File: src/rtl/dctr_pkg.sv
package dctr_pkg;

  typedef enum logic [1:0] {
    MD_BCD     = 2'b00,
    MD_BIQ     = 2'b01,
    MD_IND     = 2'b10,
    MD_IND_ALT = 2'b11
  } dctr_mode_e;

endpackage

File: src/rtl/dctr_fall.sv
module dctr_fall (
  input  logic clk,
  input  logic rst_n,
  input  logic sig_i,
  output logic fall_o
);

  logic samp_q;
  logic hist_q;

  always_ff @(posedge clk or negedge rst_n) begin
    if (!rst_n) begin
      samp_q <= 1'b0;
      hist_q <= 1'b0;
    end else begin
      samp_q <= sig_i;
      hist_q <= samp_q;
    end
  end

  assign fall_o = hist_q & ~samp_q;

  // a detected fall lasts exactly one system cycle
  p_fall_single_r2: assert property (@(posedge clk) disable iff (!rst_n)
    fall_o |=> !fall_o);

endmodule

File: src/rtl/dctr_div2.sv
module dctr_div2 (
  input  logic clk,
  input  logic rst_n,
  input  logic tick_i,
  input  logic force_en_i,
  input  logic force_val_i,
  output logic q_o
);

  always_ff @(posedge clk or negedge rst_n) begin
    if (!rst_n) begin
      q_o <= 1'b0;
    end else if (force_en_i) begin
      q_o <= force_val_i;
    end else if (tick_i) begin
      q_o <= ~q_o;
    end
  end

  // without a tick or override the stage holds
  p_a_hold_r2: assert property (@(posedge clk) disable iff (!rst_n)
    (!tick_i && !force_en_i) |=> $stable(q_o));

  // a tick always changes the stage
  p_a_flip_r2: assert property (@(posedge clk) disable iff (!rst_n)
    (tick_i && !force_en_i) |=> (q_o != $past(q_o)));

endmodule

File: src/rtl/dctr_modn.sv
module dctr_modn #(
  parameter  int unsigned N  = 5,
  localparam int unsigned BW = $clog2(N)
) (
  input  logic          clk,
  input  logic          rst_n,
  input  logic          tick_i,
  input  logic          force_en_i,
  input  logic [BW-1:0] force_val_i,
  output logic [BW-1:0] q_o
);

  localparam logic [BW-1:0] LAST = BW'(N - 1);

  logic [BW-1:0] q_next;

  always_comb begin
    if (q_o == LAST) q_next = '0;
    else             q_next = q_o + 1'b1;
  end

  always_ff @(posedge clk or negedge rst_n) begin
    if (!rst_n) begin
      q_o <= '0;
    end else if (force_en_i) begin
      q_o <= force_val_i;
    end else if (tick_i) begin
      q_o <= q_next;
    end
  end

  // state never leaves 0..N-1
  p_b_range_r3: assert property (@(posedge clk) disable iff (!rst_n)
    q_o <= LAST);

  // stepping from the last state wraps to zero
  p_b_wrap_r3: assert property (@(posedge clk) disable iff (!rst_n)
    (tick_i && !force_en_i && q_o == LAST) |=> (q_o == '0));

  // stepping from any other state moves upward
  p_b_rise_r3: assert property (@(posedge clk) disable iff (!rst_n)
    (tick_i && !force_en_i && q_o != LAST) |=> (q_o > $past(q_o)));

endmodule

File: src/rtl/dctr_decade.sv
module dctr_decade
  import dctr_pkg::*;
#(
  parameter  int unsigned DIV_B = 5,
  localparam int unsigned BW    = $clog2(DIV_B),
  localparam int unsigned QW    = BW + 1
) (
  input  logic          clk,
  input  logic          rst_n,
  input  logic          cnt_a_i,
  input  logic          cnt_b_i,
  input  logic          clr_a_i,
  input  logic          clr_b_i,
  input  logic          set_a_i,
  input  logic          set_b_i,
  input  logic [1:0]    mode_i,
  output logic [QW-1:0] q_o
);

  localparam logic [BW-1:0] B_TOP    = BW'(DIV_B - 1);
  localparam logic [QW-1:0] PRESET_Q = {B_TOP, 1'b1};

  logic clr_req, set_req, ovr, ovr_q, quiet;
  logic [1:0] ext_raw, ext_fall;
  logic q_a, hist_a, hist_b, fall_qa, fall_qb;
  logic [BW-1:0] q_b, force_b;
  logic tick_a, tick_b;
  dctr_mode_e md;

  assign clr_req = clr_a_i & clr_b_i;
  assign set_req = set_a_i & set_b_i;
  assign ovr     = clr_req | set_req;
  assign md      = dctr_mode_e'(mode_i);

  assign ext_raw = {cnt_b_i, cnt_a_i};

  for (genvar gi = 0; gi < 2; gi++) begin : g_edge
    dctr_fall u_fall (
      .clk    (clk),
      .rst_n  (rst_n),
      .sig_i  (ext_raw[gi]),
      .fall_o (ext_fall[gi])
    );
  end

  // history of the internal chaining sources and of the override
  always_ff @(posedge clk or negedge rst_n) begin
    if (!rst_n) begin
      ovr_q  <= 1'b0;
      hist_a <= 1'b0;
      hist_b <= 1'b0;
    end else begin
      ovr_q  <= ovr;
      hist_a <= q_a;
      hist_b <= q_b[BW-1];
    end
  end

  assign fall_qa = hist_a & ~q_a;
  assign fall_qb = hist_b & ~q_b[BW-1];
  assign quiet   = ~ovr & ~ovr_q;

  always_comb begin
    unique case (md)
      MD_BCD: begin
        tick_a = ext_fall[0];
        tick_b = fall_qa;
      end
      MD_BIQ: begin
        tick_a = fall_qb;
        tick_b = ext_fall[1];
      end
      MD_IND, MD_IND_ALT: begin
        tick_a = ext_fall[0];
        tick_b = ext_fall[1];
      end
      default: begin
        tick_a = 1'b0;
        tick_b = 1'b0;
      end
    endcase
  end

  assign force_b = set_req ? B_TOP : '0;

  dctr_div2 u_sec_a (
    .clk         (clk),
    .rst_n       (rst_n),
    .tick_i      (tick_a & quiet),
    .force_en_i  (ovr),
    .force_val_i (set_req),
    .q_o         (q_a)
  );

  dctr_modn #(.N(DIV_B)) u_sec_b (
    .clk         (clk),
    .rst_n       (rst_n),
    .tick_i      (tick_b & quiet),
    .force_en_i  (ovr),
    .force_val_i (force_b),
    .q_o         (q_b)
  );

  always_comb begin
    if (set_req)      q_o = PRESET_Q;
    else if (clr_req) q_o = '0;
    else              q_o = {q_b, q_a};
  end

  // preset wins and shows at once
  p_set_nine_r5: assert property (@(posedge clk) disable iff (!rst_n)
    (set_a_i && set_b_i) |-> (q_o == PRESET_Q));

  // clear without preset shows zero at once
  p_clr_zero_r4: assert property (@(posedge clk) disable iff (!rst_n)
    (clr_a_i && clr_b_i && !(set_a_i && set_b_i)) |-> (q_o == '0));

  // the cycle after release never counts
  p_release_quiet_r6: assert property (@(posedge clk) disable iff (!rst_n)
    (ovr_q && !ovr) |=> (ovr || $stable(q_o)));

endmodule

File: config.mk
export PLATFORM = sky130hd
export DESIGN_NAME = dctr_decade
export DESIGN_NICKNAME = d
export VERILOG_FILES = /design/src/rtl/dctr_pkg.sv /design/src/rtl/dctr_fall.sv /design/src/rtl/dctr_div2.sv /design/src/rtl/dctr_modn.sv /design/src/rtl/dctr_decade.sv
export SDC_FILE = /design/constraint.sdc
export NUM_CORES = 1
export LEC_CHECK = 0
export BUFFER_PORTS_ARGS = -buffer_cell sky130_fd_sc_hd__buf_2
export CAP_MARGIN = 10
export CORE_UTILIZATION = 30
export DETAILED_ROUTE_END_ITERATION = 12
export GPL_TIMING_DRIVEN = 0
export SYNTH_ARGS = -nofsm -noshare
export SYNTH_HDL_FRONTEND = slang
export SYNTH_SLANG_ARGS = --single-unit
File: constraint.sdc
create_clock -name clk -period 1.63 [get_ports clk]
set_clock_uncertainty 0.2 [all_clocks]
set_input_delay 0.163 -clock clk [delete_from_list [all_inputs] [get_ports clk]]
set_output_delay 0.163 -clock clk [all_outputs]
set_load 0.02 [all_outputs]
* Word-level counts from Yosys, hierarchy flattened *
Cells that the tools add are included.

storage, ports and cells
  flip-flop bits (word level) = 11
  input bits = 10
  output and inout port bits = 4
  word-level logic and storage cells = 45

cells by class
  add/sub/neg operators = 1
  equality and inequality tests = 4
  mux-type cells = 10
  bitwise logic cells = 16
  reduce and logical (&&, ||, !) cells = 5

operators with widths
  kind                   number
  $mux W3                4
  $and A1 B1 Y1          9
  $mux W4                2
  $not A1 Y1             6
  $reduce_or A3 Y1       2
  $eq A2 B2 Y1 const B   2
  $pmux W1 S2            2
  $reduce_bool A2 Y1     2
  $add A3 B1 Y3 const B  1
  $eq A3 B3 Y1 const B   1
  $eq A2 B1 Y1 const B   1
  $logic_not A2 Y1       1
  $mux W1                2
  $or A1 B1 Y1           1

* Logic depth before layout (Yosys ltp) *
  word-level depth = 7
  gate-level depth with buffers = 5
  gate-level depth less buffers = 5

* Modules after synthesis *
From an unflattened synthesis, not the netlist that was laid out.

unflattened totals
  cells, all modules = 49
  area, all modules = 539.3 sq um

modules (own cells, without submodules)
  module       instances  cells each  area each (sq um)  sequential area each (sq um)
  dctr_decade  1          19          186.4              75.1
  dctr_modn    1          20          182.7              75.1
  dctr_fall    2          3           63.8               50.0
  dctr_div2    1          4           42.5               25.0

* Worst setup path before layout *
Ideal clock, no wire load.

  path kind = reg-to-reg
  start = register u_sec_a.q_o
  end = register u_sec_b.q_o[2]
  library setup time = 0.092 ns
  data arrival time = 1.153 ns
  required time = 1.338 ns
  path slack = 0.185 ns
  cell stages (with the launch flop) = 5
  buffers on the path = 0
  clock period less this slack = 1.445 ns
  cells stage by stage = dfrtp_1 -> nor4b_2 -> a31o_1 -> a21oi_1 -> o31ai_2

between the ends
  longest elaborated chain between the ends = 5

ends and longest elaborated chain
  what                                 line               source
  start: declaration                   dctr_div2.sv:7     output logic q_o
  start signal: assignment             dctr_div2.sv:14    q_o <= force_val_i;
  start signal: assignment             dctr_div2.sv:16    q_o <= ~q_o;
  $not A1 Y1                           dctr_decade.sv:59  assign fall_qa = hist_a & ~q_a;
  $and A1 B1 Y1                        dctr_decade.sv:59
  $pmux W1 S2                          dctr_decade.sv:64  unique case (md)
  $and A1 B1 Y1                        dctr_decade.sv:98  .tick_i (tick_b & quiet),
  $reduce_bool A2 Y1 (no source line)  -
  end signal: assignment               dctr_modn.sv:26    q_o <= force_val_i;
  end signal: assignment               dctr_modn.sv:28    q_o <= q_next;
  end: declaration                     dctr_modn.sv:10    output logic [BW-1:0] q_o

Every way passes these cells.
A chain may end at the register's enable or synchronous reset.

* Worst setup path in the final report *
Ends and elaborated chain as after synthesis.

==> results_dict.tcl <==
set metrics [dict create \
    status "complete, no violations" \
    worst_slew_pin_slew_ns 0.266 \
    netlist_instances 51 \
    cap_violations 0 \
    slew_viol_final 0 \
    die_w_um 43.7 \
    cellLeakagePower_nw 0.329 \
    dieHeight_um 43.7 \
    io_pins 14 \
    setup_viol 0 \
    hp-class "in2reg" \
    wire_per_inst_um 12.0 \
    syn_avg_cell_area_um2 10.2 \
    fp.dieArea_um2 1910 \
    root_buffer "clkbuf_4" \
    grt_pass1_vias 422 \
    fin_crit_sh 0.962 \
    critPathLaunchType "register" \
    drt_first_iter_violations 4 \
    clk_path_buf_depth 2 \
    worst-setup-path-type "reg2reg" \
    synth-warning-count 0 \
    avgViaCountPerCell 5.07 \
    clk_latency_ns 0.27 \
    crit_fanout 6 \
    overflow 0 \
    grt_usage 0.138 \
    cts_max_level 1 \
    syn_nets 63 \
    cts_tree "done" \
    initial_core_util 0.335 \
    n_antenna_cell 0 \
    io_buffers 13 \
    drcViolationCount 0 \
    grt_pass1_wl_um 1850 \
    antenna_found_initial 0 \
    drive_gt1_frac 0.278 \
    core-area_um2 1560 \
    netlist_area_um2 522 \
    placementRows 14 \
    hold_ws_ns 0.00729 \
    worst_setup_path_end_kind "register" \
    hpwlAfterDp_um 784 \
    cts.clk_slew.worst_paths_ns 0.07 \
    period_minus_slack_ns 1.57 \
    vias 446 \
    finalHoldViolCount 0 \
    final_antenna_net_count 0 \
    max_freq_mhz 638 \
    final_area_um2 671 \
    synthArstFlopShare 1.00 \
    postPlaceCellArea_um2 607 \
    critical_path_required_ns 1.61 \
    dr.pass1.iters 3 \
    slew_headroom 0.822 \
    syn_to_final_growth_pct 28.5 \
    routabilityCongestion 0.749 \
    clock-sinks 11 \
    synth_cell_types 20 \
    yosysSeqAreaShare 0.528 \
    cts_made_buffers 3 \
    synth_edf_count 0 \
    wirelength_um 1050 \
    worstPathArrival_ns 1.55 \
    fin_util 0.430 \
    fin_setup_tns_ns 0 \
    final_net_count 85 \
    synth-main-ff-cell "dfrtp_1" \
    synth-seq-cells 11 \
    ir_drop_v 0.000577 \
    grt_max_degree 12 \
    pwr_density_cell_nw_per_um2 937 \
]
[logic make-up after synthesis]
| family | after synthesis | synth area share |
|---|---|---|
| compound gates | 13 | 0.165 |
| flops | 11 | 0.528 |
| buf+inv | 7 | 0.0504 |
| simple gates | 18 | 0.209 |
| fa+ha+maj | 2 | 0.0480 |
[timing repair]
item	in CTS	in global routing
endpoints found under the setup margin	0	2
buffers inserted	0	1
endpoints found under the hold margin	13	0
hold buffers	3	0
gates resized for setup	0	1
[sequential cells by signal, summed over array words and instances, names as in the netlist]
| signal | flops |
|---|---|
| g_edge.u_fall.hist_q | 2 |
| g_edge.u_fall.samp_q | 2 |
| hist_a | 1 |
| hist_b | 1 |
| ovr_q | 1 |
| u_sec_a.q_o | 1 |
| u_sec_b.q_o | 3 |
[worst paths after layout]
check	from	to	slack [ns]	cells after the start
setup reg to reg	u_sec_a.q_o	u_sec_b.q_o[2]	0.06	4
setup / recovery	u_sec_a.q_o	u_sec_b.q_o[2]	0.06	4
max in group asynchronous	rst_n	g_edge[0].u_fall.hist_q	0.93	2
min in group asynchronous	rst_n	ovr_q	0.09	2
hold / removal	set_b_i	u_sec_b.q_o[2]	0.007	3
hold reg to reg	g_edge[1].u_fall.samp_q	g_edge[1].u_fall.hist_q	0.18	0
[through the flow]
stage	instances	worst slack (ns)	total power, mW
detailed placement	80	0.0552	0.439
global placement	80	0.0815	0.435
finish	88	0.0619	0.629
floorplan	51	0.185	0.394
global route	88	-0.000465	0.668
CTS	87	0.0462	0.633
[area by class of cell]
cell class	instances	area, um^2
inverter	7	26.3
timing repair buffer	17	103
sequential	11	275
fill	161	888
clock buffer	4	26.3
multi-input combinational	33	220
tap	16	20.0
[cell usage in the layout (no fill, tap or decap), types with 2 or more instances in the layout]
cell / Yosys / final
nand3_1: 3 / 3
nand2_1: 4 / 4
a31oi_1: 2 / 2
inv_1: 7 / 7
clkbuf_4: 0 / 3
dfrtp_1: 11 / 11
nand4_1: 2 / 2
nor2_1: 3 / 3
ha_1: 2 / 2
dlygate4sd3_1: 0 / 3
buf_2: 0 / 13
a21oi_1: 5 / 5
[per-layer routing]
layer	global-route usage	up-vias	routed length [um]
li1	-	222	-
met1	0.191	210	518
met2	0.194	12	480
met3	0.0250	2	34
met4	0.0938	0	21
met5	0	-	0
[cell usage after synthesis, types with 2 or more instances]
master	n	area, um^2
ha_1	2	25.0
nand4_1	2	12.5
nand3_1	3	15.0
inv_1	7	26.3
a31oi_1	2	12.5
nor2_1	3	11.3
nand2_1	4	15.0
dfrtp_1	11	275
a21oi_1	5	25.0
o21ai_0	2	10.0
[worst max-delay path, stage by stage, from the launching register on]
cell and delay (ns):
dfrtp_1 0.44, nor4b_2 0.34, a31o_1 0.20, a21oi_1 0.09, o31ai_2 0.21
[power breakdown]
group          total (mW)  switching, mW  leakage [nW]  internal (mW)
combinational       0.121         0.0662         0.183         0.0545
sequential          0.323         0.0227         0.131          0.300
clock               0.185         0.0904        0.0150         0.0948
total               0.629          0.179         0.329          0.449
(Power assumes the default switching activity.)
